**src/rtl/por_pkg.sv**
```systemverilog
package por_pkg;
  typedef enum logic [1:0] {
    PS_HOLD  = 2'd0,
    PS_COUNT = 2'd1,
    PS_RUN   = 2'd2
  } por_state_e;
endpackage

```
**src/rtl/por_sync.sv**
```systemverilog
// Multi-stage flag synchroniser, cleared asynchronously.
module por_sync #(
  parameter int WIDTH  = 2,
  parameter int STAGES = 2
) (
  input  logic             clk_i,
  input  logic             clr_ni,
  input  logic [WIDTH-1:0] d_i,
  output logic [WIDTH-1:0] q_o
);
  logic [STAGES-1:0][WIDTH-1:0] pipe_q;

  always_ff @(posedge clk_i or negedge clr_ni) begin
    if (!clr_ni) begin
      pipe_q <= '0;
    end else begin
      pipe_q[0] <= d_i;
      for (int s = 1; s < STAGES; s++) begin
        pipe_q[s] <= pipe_q[s-1];
      end
    end
  end

  assign q_o = pipe_q[STAGES-1];
endmodule

```
**src/rtl/por_timer.sv**
```systemverilog
// Release delay counter: clears while idle, flags its final cycle.
module por_timer #(
  parameter int DELAY_CYCLES = 4096
) (
  input  logic clk_i,
  input  logic clr_ni,
  input  logic run_i,
  output logic last_o
);
  localparam int CW = (DELAY_CYCLES > 1) ? $clog2(DELAY_CYCLES) : 1;
  localparam logic [CW-1:0] LAST_VAL = CW'(DELAY_CYCLES - 1);

  logic [CW-1:0] cnt_q;

  always_ff @(posedge clk_i or negedge clr_ni) begin
    if (!clr_ni) begin
      cnt_q <= '0;
    end else if (!run_i) begin
      cnt_q <= '0;
    end else if (cnt_q != LAST_VAL) begin
      cnt_q <= cnt_q + 1'b1;
    end
  end

  assign last_o = run_i && (cnt_q == LAST_VAL);
endmodule

```
**src/rtl/por_ctrl.sv**
```systemverilog
// Sequencing state machine with a dedicated reset output flop.
module por_ctrl
  import por_pkg::*;
(
  input  logic clk_i,
  input  logic clr_ni,
  input  logic lo_s_i,
  input  logic hi_s_i,
  input  logic last_i,
  output logic run_o,
  output logic rst_o
);
  por_state_e state_q, state_d;
  logic       rst_q, rst_d;

  always_comb begin
    state_d = state_q;
    rst_d   = rst_q;
    unique case (state_q)
      PS_HOLD: begin
        rst_d = 1'b1;
        if (lo_s_i && hi_s_i) state_d = PS_COUNT;
      end
      PS_COUNT: begin
        if (!lo_s_i || !hi_s_i) begin
          state_d = PS_HOLD;
        end else if (last_i) begin
          state_d = PS_RUN;
          rst_d   = 1'b0;
        end
      end
      PS_RUN: begin
        if (!lo_s_i) begin
          state_d = PS_HOLD;
          rst_d   = 1'b1;
        end
      end
      default: begin
        state_d = PS_HOLD;
        rst_d   = 1'b1;
      end
    endcase
  end

  always_ff @(posedge clk_i or negedge clr_ni) begin
    if (!clr_ni) begin
      state_q <= PS_HOLD;
      rst_q   <= 1'b1;
    end else begin
      state_q <= state_d;
      rst_q   <= rst_d;
    end
  end

  assign run_o = (state_q == PS_COUNT);
  assign rst_o = rst_q;
endmodule

```
**src/rtl/por_seq.sv**
```systemverilog
// Top: synchronise supply flags, sequence the core reset.
module por_seq #(
  parameter int DELAY_CYCLES = 4096,
  parameter int SYNC_STAGES  = 2
) (
  input  logic clk_i,
  input  logic lo_ok_i,
  input  logic hi_ok_i,
  output logic core_rst_o,
  output logic delay_busy_o
);
  logic [1:0] flags_s;
  logic       run;
  logic       last;

  por_sync #(.WIDTH(2), .STAGES(SYNC_STAGES)) u_sync (
    .clk_i  (clk_i),
    .clr_ni (lo_ok_i),
    .d_i    ({hi_ok_i, 1'b1}),
    .q_o    (flags_s)
  );

  por_timer #(.DELAY_CYCLES(DELAY_CYCLES)) u_timer (
    .clk_i  (clk_i),
    .clr_ni (lo_ok_i),
    .run_i  (run),
    .last_o (last)
  );

  por_ctrl u_ctrl (
    .clk_i  (clk_i),
    .clr_ni (lo_ok_i),
    .lo_s_i (flags_s[0]),
    .hi_s_i (flags_s[1]),
    .last_i (last),
    .run_o  (run),
    .rst_o  (core_rst_o)
  );

  assign delay_busy_o = run;
endmodule

```
**config.mk**
```make
export PLATFORM = sky130hd
export DESIGN_NAME = por_seq
export DESIGN_NICKNAME = d
export VERILOG_FILES = /design/src/rtl/por_pkg.sv /design/src/rtl/por_sync.sv /design/src/rtl/por_timer.sv /design/src/rtl/por_ctrl.sv /design/src/rtl/por_seq.sv
export SDC_FILE = /design/constraint.sdc
export NUM_CORES = 1
export LEC_CHECK = 0
export ABC_CLOCK_PERIOD_IN_PS = 4700
export BUFFER_PORTS_ARGS = -buffer_cell sky130_fd_sc_hd__buf_2
export CAP_MARGIN = 20
export CORE_UTILIZATION = 61
export CTS_CLUSTER_DIAMETER = 50
export DETAILED_ROUTE_END_ITERATION = 12
export PLACE_DENSITY = 0.8
export SETUP_SLACK_MARGIN = 0.2
export SYNTH_ARGS = -nofsm -noshare
export SYNTH_HDL_FRONTEND = slang
export SYNTH_SLANG_ARGS = --single-unit
```
**constraint.sdc**
```tcl
create_clock -name clk_i -period 4.7 [get_ports clk_i]
set_input_delay 0.235 -clock clk_i [delete_from_list [all_inputs] [get_ports clk_i]]
set_output_delay 0.235 -clock clk_i [all_outputs]
set_load 0.02 [all_outputs]
```
==> results.md <==
- Outcome: complete, no violations
- Final slew viol count: 0
- Warnings, synthesis: 0
- Register area share after synthesis: 0.532
- Worst-path cell chain: ha_1 -> and2_1 -> and4_4 -> or4_1 -> a21oi_1
- TritonCTS clock tree: built
- Antenna Nets Post-Route: 0
- CP required: 4.92 ns
- Hold endpoint: u_sync.pipe_q[1]
- Finish-stage setup viols: 0
- Setup TNS: 0 ns
- DIE HEIGHT: 40.3 um
- Setup Skew: 0.00163 ns
- Skew-Pair Late Insertion Delay: 0.29 ns
- Largest family of logic cells by synthesized area: simple AND/OR/NAND/NOR gates
- Async set or reset register ratio after synthesis: 1.00
- Pwr Density: 280 nW/um2
- Grt ovf: 0
- Die area: 1630 um2
- Slowest cell delay on critical path: 0.46 ns
- DP HPWL: 1.12 mm
- Port Buffers: 4
- Hold_sp: hi_ok_i
- Mux cell area share after synthesis: 0.0335
- Synth Area in Compound Gates: 0.134
- CP Max Fanout: 6
- Sw power: 58.3 uW
- Number of I/O pins: 5
- Drt total wl: 1.57 mm
- H-tree levels: 1
- Synth Cell Area: 896 um2
- FF-to-FF setup slack: 2.92 ns
- Crit path time final: 1.78 ns
- Power Internal: 203 uW
- Post-Syn Instances: 86
- Leakage: 0.000413 uW
- Via Count: 640
- Nets: 95
- Period utilization: 0.379
- Die W: 40.3 um
- CTS root buffer: clkbuf_4
- Core ar.: 1330 um2
- 1st-iter DRT viols: 16
- Adder-Cell Fraction of Synth Area: 0.0140
- Total power: 261 uW
- Clock transition at path regs: 0.10 ns
- Number of synthesized flops with an enable pin: 0
- Total Routing Usage GR: 0.225
- Max VDD drop: 0.217 mV
- CTS Buf Count: 3
- R2R Path Start: u_timer.cnt_q[0]
- Initial Util: 0.672
- Antenna fix cells: 0
- WS Path Type: reg2reg
- Yosys cell types: 34
- Critical Path End Type: flop
- Switching Share: 0.223
- Logic pwr share: 0.042
- Worst R2R Path Depth: 5
- F_max: 0.562 GHz
- Worst min path class: in2reg
- First-pass GRT wire length: 2.32 mm
- Post-CTS Hold Buffers: 1
- Post-CTS Setup Bufs: 0
- CP Launch Type: flop
- Post-synthesis xor/xnor area fraction: 0.0293
- Seq pwr share: 0.646
- Post-CTS resize count: 0
- Crit path DAT: 2.00 ns
- Post-synthesis simple-gate area fraction: 0.207
- Yosys reg bits: 19
- Area Overhead vs Synth: 4.19%
- Num Clock Sinks: 19
- Routed len/inst: 14.9 um
- Top_reg_cell synth: dfrtp_1
- Worst reg2reg endpoint: u_timer.cnt_q[5]
- WHS Path Cells: 1
- Synth Net Count: 90
- Syn avg cell area: 10.4 um2
- Vias per cell: 6.10
- Drt pass-1 iters: 4
- Clock power frac: 0.312
- Fillers: 94
- Unrepaired setup endpoints after global routing: false
- Slowest CP cell: or4_1
- Pin count of the biggest net entering global routing: 20
- DRC: 0
- Max_cap viols: 0
- Initial antenna violation count: 0
- Layout cells sized above 1: 0.111
- Gp weighted congestion: 0.789
- Max clock buf depth: 2
- Fin. Hold Viols: 0
- Vias in the first global route: 530
- Num rows: 13
## area by class of cell
type	instances	area, um2	area share
repair buffers	5	30.0	0.0322
flip-flops and latches	19	477	0.511
multi-input cells	61	378	0.405
well taps	15	18.8	0.0201
clock buffers	4	26.3	0.0282
inverters	1	3.75	0.00402
## cell usage in the layout, fill, tap and decap left out, types with 2 or more instances in the layout
master / synthesis / final
nand3_1: 5 / 5
and4_1: 2 / 2
nand4_1: 2 / 2
buf_2: 0 / 4
o31ai_1: 2 / 2
and3_1: 2 / 2
nand2_1: 8 / 8
mux2i_1: 3 / 3
clkbuf_4: 0 / 3
o21ai_0: 2 / 2
a21oi_1: 6 / 6
xnor2_1: 2 / 2
dfrtp_1: 18 / 18
a31oi_1: 2 / 2
nor2_1: 7 / 7
nand2b_1: 2 / 2
nor2b_1: 2 / 2
## logic make-up (layout without fill, tap and decap cells)
logic type      count (synthesis)  in the layout
simple gates                   35             35
other cells                     1              1
compound gates                 18             18
xor+xnor                        3              3
buf+inv                         6             10
fa+ha+maj                       1              1
mux                             3              3
flops                          19             19
## through the flow
stage          setup WS, ns   util  hold WS [ns]  instances  instance area, um2
2_1_floorplan          2.95      -       -0.0606         86                 896
3_3_place_gp           3.00  0.673         0.186        100                 897
3_5_place_dp           2.95  0.673         0.189        100                 897
4_1_cts                2.92  0.700        0.0365        105                 933
5_1_grt                2.85  0.700        0.0267        105                 933
6_report               2.92  0.700        0.0410        105                 933
## power groups by stage
| stage | combinational, uW | clock [uW] | sequential, uW |
|---|---|---|---|
| 2_1_floorplan | 4.92 | 0 | 171 |
| 3_3_place_gp | 10.1 | 0 | 171 |
| 3_5_place_dp | 10.6 | 0 | 172 |
| 4_1_cts | 11.3 | 82.5 | 169 |
| 5_1_grt | 12.5 | 88.3 | 169 |
| 6_report | 11.0 | 81.3 | 169 |
## Yosys cell counts, types with 2 or more instances
master / number / share of area
xnor2_1: 2 / 0.020
nand3_1: 5 / 0.028
and3_1: 2 / 0.014
o31ai_1: 2 / 0.017
and4_1: 2 / 0.020
nand2_1: 8 / 0.034
nor2_1: 7 / 0.029
clkbuf_1: 2 / 0.0084
dfrtp_1: 18 / 0.50
o21ai_0: 2 / 0.011
nand2b_1: 2 / 0.014
nand4_1: 2 / 0.014
buf_6: 2 / 0.025
a21oi_1: 6 / 0.034
nor2b_1: 2 / 0.014
mux2i_1: 3 / 0.034
a31oi_1: 2 / 0.014
## sequential cells by signal, indices dropped and copies added (netlist names)
| signal | cells |
|---|---|
| u_timer.cnt_q | 12 |
| u_ctrl.state_q | 2 |
| u_ctrl.rst_o | 1 |
| u_sync.q_o | 2 |
| u_sync.pipe_q | 2 |
## worst max-delay path: cells and delay by family, from the launching register on
kind | cells | cell delay [ns]
AOI/OAI and AO/OA | 1 | 0.14
adders and majority gates | 1 | 0.26
DFF | 1 | 0.43
and+or+nand+nor | 3 | 0.87
## worst max-delay path by stage
stage / start / end / slack, ns / cells past startpoint
floorplan: u_timer.cnt_q[0] / u_timer.cnt_q[5] / 2.95 / 6
global placement: u_timer.cnt_q[0] / u_timer.cnt_q[5] / 3.00 / 5
finish: u_timer.cnt_q[0] / u_timer.cnt_q[5] / 2.92 / 5
global route: u_timer.cnt_q[0] / u_timer.cnt_q[5] / 2.85 / 5
detailed placement: u_timer.cnt_q[0] / u_timer.cnt_q[5] / 2.95 / 5
CTS: u_timer.cnt_q[0] / u_timer.cnt_q[5] / 2.92 / 5
## metal layers
metal | vias to the layer above | global-route usage | routed length [um]
met5 | - | 0 | 0
met4 | 0 | 0.125 | 26
met3 | 4 | 0.0333 | 50
met2 | 15 | 0.329 | 755
met1 | 304 | 0.317 | 733
li1 | 317 | - | -
Note: power is estimated with default switching activity, not from simulation.
